$ cat src/rtl/qsel_engine.sv
module qsel_engine #(
  parameter int NS_W   = 3,
  parameter int NA_W   = 2,
  parameter int QW     = 16,
  parameter int FRAC   = 8,
  parameter int WIN_W  = 8,
  parameter int ALPHA  = 230,
  parameter int GAMMA  = 205,
  parameter int DROP_W = 8
) (
  input  logic              clk,
  input  logic              rst_n,
  input  logic              llc_miss,
  input  logic [NS_W-1:0]   st_prev,
  input  logic [NS_W-1:0]   st_cur,
  input  logic              dc_hit,
  input  logic              dc_miss,
  output logic [NA_W-1:0]   act_out,
  output logic              act_valid,
  output logic              busy,
  output logic [DROP_W-1:0] drop_cnt
);
  localparam int NA   = 1 << NA_W;
  localparam int NQ   = (1 << NS_W) * NA;
  localparam int ONE  = 1 << FRAC;
  localparam int QMAX = (1 << (QW-1)) - 1;
  localparam int QMIN = -(1 << (QW-1));
  localparam int WIN  = 1 << WIN_W;

  typedef enum logic [1:0] {IDLE, SCAN, CALC, WB} phase_t;
  phase_t phase;

  logic signed [QW-1:0] q [NQ];
  logic [NS_W-1:0]      sp_r, sc_r;
  logic [NA_W-1:0]      a_prev, a_new;
  logic signed [QW-1:0] mx_r, nv_r, reward;
  logic [WIN_W:0]       cnt;
  logic signed [WIN_W+1:0] diff;

  assign busy = (phase != IDLE);

  logic [NA_W-1:0]      best_a;
  logic signed [QW-1:0] best_v, cur_max;
  always_comb begin
    best_a  = '0;
    best_v  = q[{sp_r, {NA_W{1'b0}}}];
    cur_max = q[{sc_r, {NA_W{1'b0}}}];
    for (int a = 1; a < NA; a++) begin
      if (q[{sp_r, NA_W'(a)}] > best_v) begin
        best_v = q[{sp_r, NA_W'(a)}];
        best_a = NA_W'(a);
      end
      if (q[{sc_r, NA_W'(a)}] > cur_max) cur_max = q[{sc_r, NA_W'(a)}];
    end
  end

  logic signed [31:0] mx32, q32, r32, tgt, mix, res;
  logic signed [QW-1:0] res_sat;
  assign mx32 = mx_r;
  assign q32  = q[{sp_r, a_prev}];
  assign r32  = reward;
  assign tgt  = r32 + ((GAMMA * mx32) >>> FRAC);
  assign mix  = ((ONE - ALPHA) * q32) + (ALPHA * tgt);
  assign res  = mix >>> FRAC;
  assign res_sat = (res > QMAX) ? QW'(QMAX) : (res < QMIN) ? QW'(QMIN) : res[QW-1:0];

  logic [31:0]        cnt_n;
  logic signed [31:0] diff_n, rew_n;
  assign cnt_n  = 32'(cnt) + 32'(dc_hit) + 32'(dc_miss);
  assign diff_n = 32'(diff) + $signed(32'(dc_hit)) - $signed(32'(dc_miss));
  assign rew_n  = (diff_n <<< FRAC) >>> WIN_W;

  always_ff @(posedge clk or negedge rst_n) begin
    if (!rst_n) begin
      cnt    <= '0;
      diff   <= '0;
      reward <= '0;
    end else if (cnt_n >= WIN) begin
      cnt    <= '0;
      diff   <= '0;
      reward <= rew_n[QW-1:0];
    end else begin
      cnt    <= cnt_n[WIN_W:0];
      diff   <= diff_n[WIN_W+1:0];
    end
  end

  always_ff @(posedge clk or negedge rst_n) begin
    if (!rst_n) begin
      phase     <= IDLE;
      sp_r      <= '0;
      sc_r      <= '0;
      a_prev    <= '0;
      a_new     <= '0;
      mx_r      <= '0;
      nv_r      <= '0;
      act_out   <= '0;
      act_valid <= 1'b0;
      drop_cnt  <= '0;
      for (int i = 0; i < NQ; i++) q[i] <= '0;
    end else begin
      act_valid <= 1'b0;
      if (busy && llc_miss) drop_cnt <= drop_cnt + 1'b1;
      case (phase)
        IDLE: if (llc_miss) begin
          sp_r  <= st_prev;
          sc_r  <= st_cur;
          phase <= SCAN;
        end
        SCAN: begin
          a_new <= best_a;
          mx_r  <= cur_max;
          phase <= CALC;
        end
        CALC: begin
          nv_r  <= res_sat;
          phase <= WB;
        end
        WB: begin
          q[{sp_r, a_prev}] <= nv_r;
          a_prev    <= a_new;
          act_out   <= a_new;
          act_valid <= 1'b1;
          phase     <= IDLE;
        end
        default: phase <= IDLE;
      endcase
    end
  end
endmodule

$ cat config.mk
export PLATFORM = sky130hd
export DESIGN_NAME = qsel_engine
export DESIGN_NICKNAME = d
export VERILOG_FILES = /design/src/rtl/qsel_engine.sv
export SDC_FILE = /design/constraint.sdc
export NUM_CORES = 2
export LEC_CHECK = 0
export ABC_AREA = 1
export BUFFER_PORTS_ARGS = -buffer_cell sky130_fd_sc_hd__buf_2
export CAP_MARGIN = 5
export CORE_MARGIN = 2
export CORE_UTILIZATION = 45
export CTS_CLUSTER_DIAMETER = 40
export DETAILED_ROUTE_END_ITERATION = 10
export PLACE_DENSITY_LB_ADDON = 0.3
export SLEW_MARGIN = 0
export SYNTH_ARGS = -nofsm -noshare
export SYNTH_HDL_FRONTEND = slang
export SYNTH_SLANG_ARGS = --single-unit
$ cat constraint.sdc
create_clock -name clk -period 22.9 [get_ports clk]
set_clock_uncertainty 0.15 [all_clocks]
set_input_delay 3.435 -clock clk [delete_from_list [all_inputs] [get_ports clk]]
set_output_delay 3.435 -clock clk [all_outputs]
set_load 0.01 [all_outputs]
==> impl_metrics.yaml <==
run_status:
  status: "complete, no violations"
run:
  maxCapViolCount: 0
cells_and_area:
  nets: 6238
  final_cell_mix: "nand2_1, o21ai_0, inv_1"
  multi_input_area_um2: 25800
  syn_to_final_growth_pct: 10.5
  stdcell_area_um2: 49200
  regArea_um2: 14900
  fin_cells: 7166
  insertedDiodeCount: 0
  final_common_cell: "nand2_1"
  fillers: 9566
  final_util_pct: 50.1
  drive_gt1_share_pct: 6.68
clocking:
  cts_inserted_buffers: 102
  postCtsResizedCells: 0
  clk_path_buf_depth: 3
  clock_latency_ns: 0.73
  cts_tree: "yes"
  post_cts_buffers: 0
  cts_num_sinks: 596
  cts_hold_buf: 0
  htreeDepth: 3
  root_buffer: "clkbuf_16"
  clk_pin_slew_worst_paths_ns: 0.05
drt:
  avgViaCountPerCell: 6.18
  ant_nets: 0
  vias: 44300
  wirelength_um: 175000
  drtIter0Drc: 6524
  drt_first_pass_iters: 7
  drc_errors: 0
  wl_per_cell_um: 24.4
floorplanning:
  start_util_pct: 45.4
  fp.dieH_um: 319
  fp.dieW_um: 319
  coreArea_um2: 98300
  pin_count: 23
  dieArea_um2: 102000
  core.rowCount: 115
setup_path:
  startpoint_type: "flop"
  cp.arrival_ns: 11.96
  reg2reg_depth: 55
  critPathKind: "flop to flop"
  r2r-end: "nv_r[13]"
  slowest_stage: "xor2_1"
  worst_path_most_repeated_cell: "nand2_1"
  cpPeakStageDelay_ns: 0.63
  r2r_slack_ns: 11.38
  rr_startpoint: "mx_r[2]"
  cp.required_ns: 23.34
  cp_max_fo: 15
  end_kind: "flop"
placed_design:
  place_congestion: 1.01
  placed_area_um2: 45700
  place_inst: 6977
  dp_hpwl_um: 117000
  port-buffer-count: 22
synth:
  yosys_warnings: 0
  synth_edf_count: 0
  syn-instance-count: 5947
  async_reset_ff_share_pct: 100
  synthesis.area_um2: 44600
  synth_top_flop_cell: "dfrtp_1"
  ys_seq_area_share_pct: 33.5
  syn_avg_cell_area_um2: 7.50
  synth.distinct_cells: 65
  ys_seq_elements: 596
  syn_nets: 6391
sta:
  fmax_ghz: 0.0868
  rsz0062_at_grt: "false"
  finalSetupTns_ns: 0
  fin_crit_ns: 11.52
  drv_slew: 0
  final_hold_viol_count: 0
  finalSetupViolCount: 0
  worstMarginPinSlew_ns: 1.29
  min_period_over_period_pct: 50.3
  slew-limit-headroom_pct: 13.0
worst_hold_path:
  hold_class: "flop to flop"
  whs_endpoint: "drop_cnt[7]"
  hold_start: "drop_cnt[7]"
  holdPathStages: 1
grt:
  grt_usage_pct: 33.9
  grt_pass1_vias: 41900
  grt_pass1_wl_um: 263000
  grt_max_degree: 104
  grt_antenna_before_repair: 0
  grt-ovfl-total: 0
## logic make-up (layout without fill, tap and decap cells)
family                   after synthesis  after routing  share of synthesized area, %
AO/OA/AOI/OAI                       1819           1819                          23.3
adder cells (fa/ha/maj)              433            433                          13.8
multiplexers                           2              2                        0.0477
AND/OR/NAND/NOR                     1942           1942                          18.0
flip-flops                           596            596                          33.5
other                                  1              1                       0.00841
XOR/XNOR                             123            123                          2.43
buffers and inverters               1031            963                          8.95
## critical path, delay by kind of cell, from the launching register on
family | cells | cell delay [ns]
compound gates | 11 | 2.24
xor+xnor | 3 | 0.91
fa+ha+maj | 11 | 4.65
buf+inv | 6 | 0.37
flops | 1 | 0.45
simple gates | 24 | 2.62
## flip-flops by register name (all words and copies together) (netlist names)
name,cells
q,512
drop_cnt,8
sc_r,3
mx_r,16
nv_r,16
phase,2
sp_r,3
reward,12
a_new,2
diff,10
cnt,9
act_valid,1
act_out,2
## layer usage
metal	routed length [um]	global-route usage [%]	up-vias
li1	-	-	20000
met1	68800	45.3	20800
met2	69800	47.6	2941
met3	25000	11.4	644
met4	11500	19.5	0
met5	0	0	-
## cells in the mapped netlist (4+ instances only)
cell | number | area, um^2
a2111oi_0 | 7 | 61.3
a211oi_1 | 11 | 82.6
a21o_1 | 9 | 67.6
a21oi_1 | 393 | 1970
a221oi_1 | 29 | 254
a22o_1 | 9 | 78.8
a22oi_1 | 141 | 1060
a31oi_1 | 40 | 250
a32o_1 | 8 | 80.1
a32oi_1 | 6 | 52.6
buf_1 | 52 | 195
buf_2 | 46 | 230
buf_4 | 8 | 60.1
clkbuf_1 | 272 | 1020
dfrtp_1 | 596 | 14900
fa_1 | 97 | 1940
ha_1 | 336 | 4200
inv_1 | 634 | 2380
inv_2 | 12 | 45.0
nand2_1 | 1412 | 5300
nand2_2 | 17 | 106
nand2_4 | 4 | 45.0
nand3_1 | 195 | 976
nand3b_1 | 4 | 30.0
nand4_1 | 21 | 131
nor2_1 | 171 | 642
nor2_2 | 5 | 31.3
nor2_4 | 5 | 56.3
nor3_1 | 21 | 105
nor4_1 | 27 | 169
o2111ai_1 | 6 | 52.6
o211ai_1 | 13 | 97.6
o21a_1 | 6 | 45.0
o21ai_0 | 811 | 4060
o21ai_1 | 22 | 110
o21bai_1 | 13 | 97.6
o221ai_1 | 35 | 307
o22ai_1 | 246 | 1540
or2_2 | 12 | 75.1
or4_1 | 41 | 308
xnor2_1 | 45 | 394
xor2_1 | 77 | 674
## how the worst max path moves through the flow
stage                  from       end  slack (ns)  cells past startpoint
floorplan           mx_r[3]  nv_r[14]       12.65                     56
global placement    mx_r[2]   nv_r[7]       11.80                     51
detailed placement  mx_r[2]  nv_r[11]       11.53                     55
CTS                 mx_r[2]  nv_r[13]       11.41                     55
global route        mx_r[2]   nv_r[4]       10.24                     51
finish              mx_r[2]  nv_r[13]       11.38                     55
## cell type report
| type | count | area share (%) |
|---|---|---|
| Clock buffer | 121 | 5.57 |
| Inverter | 649 | 4.97 |
| Multi-Input combinational cell | 4320 | 52.3 |
| Timing Repair Buffer | 125 | 1.81 |
| Sequential cell | 596 | 30.3 |
| Clock inverter | 68 | 1.74 |
| Tap cell | 1287 | 3.27 |
## metrics by stage
| step | worst slack [ns] | hold WS (ns) |
|---|---|---|
| after floorplan | 12.65 | 0.303 |
| after global placement | 11.80 | 0.305 |
| after detailed placement | 11.53 | 0.313 |
| after CTS | 11.41 | 0.320 |
| after global routing | 10.24 | 0.344 |
| final | 11.38 | 0.316 |
Power is left out: the tool's default activity adds up to more than one toggle a clock period on the data nets, which glitch-free logic cannot reach.
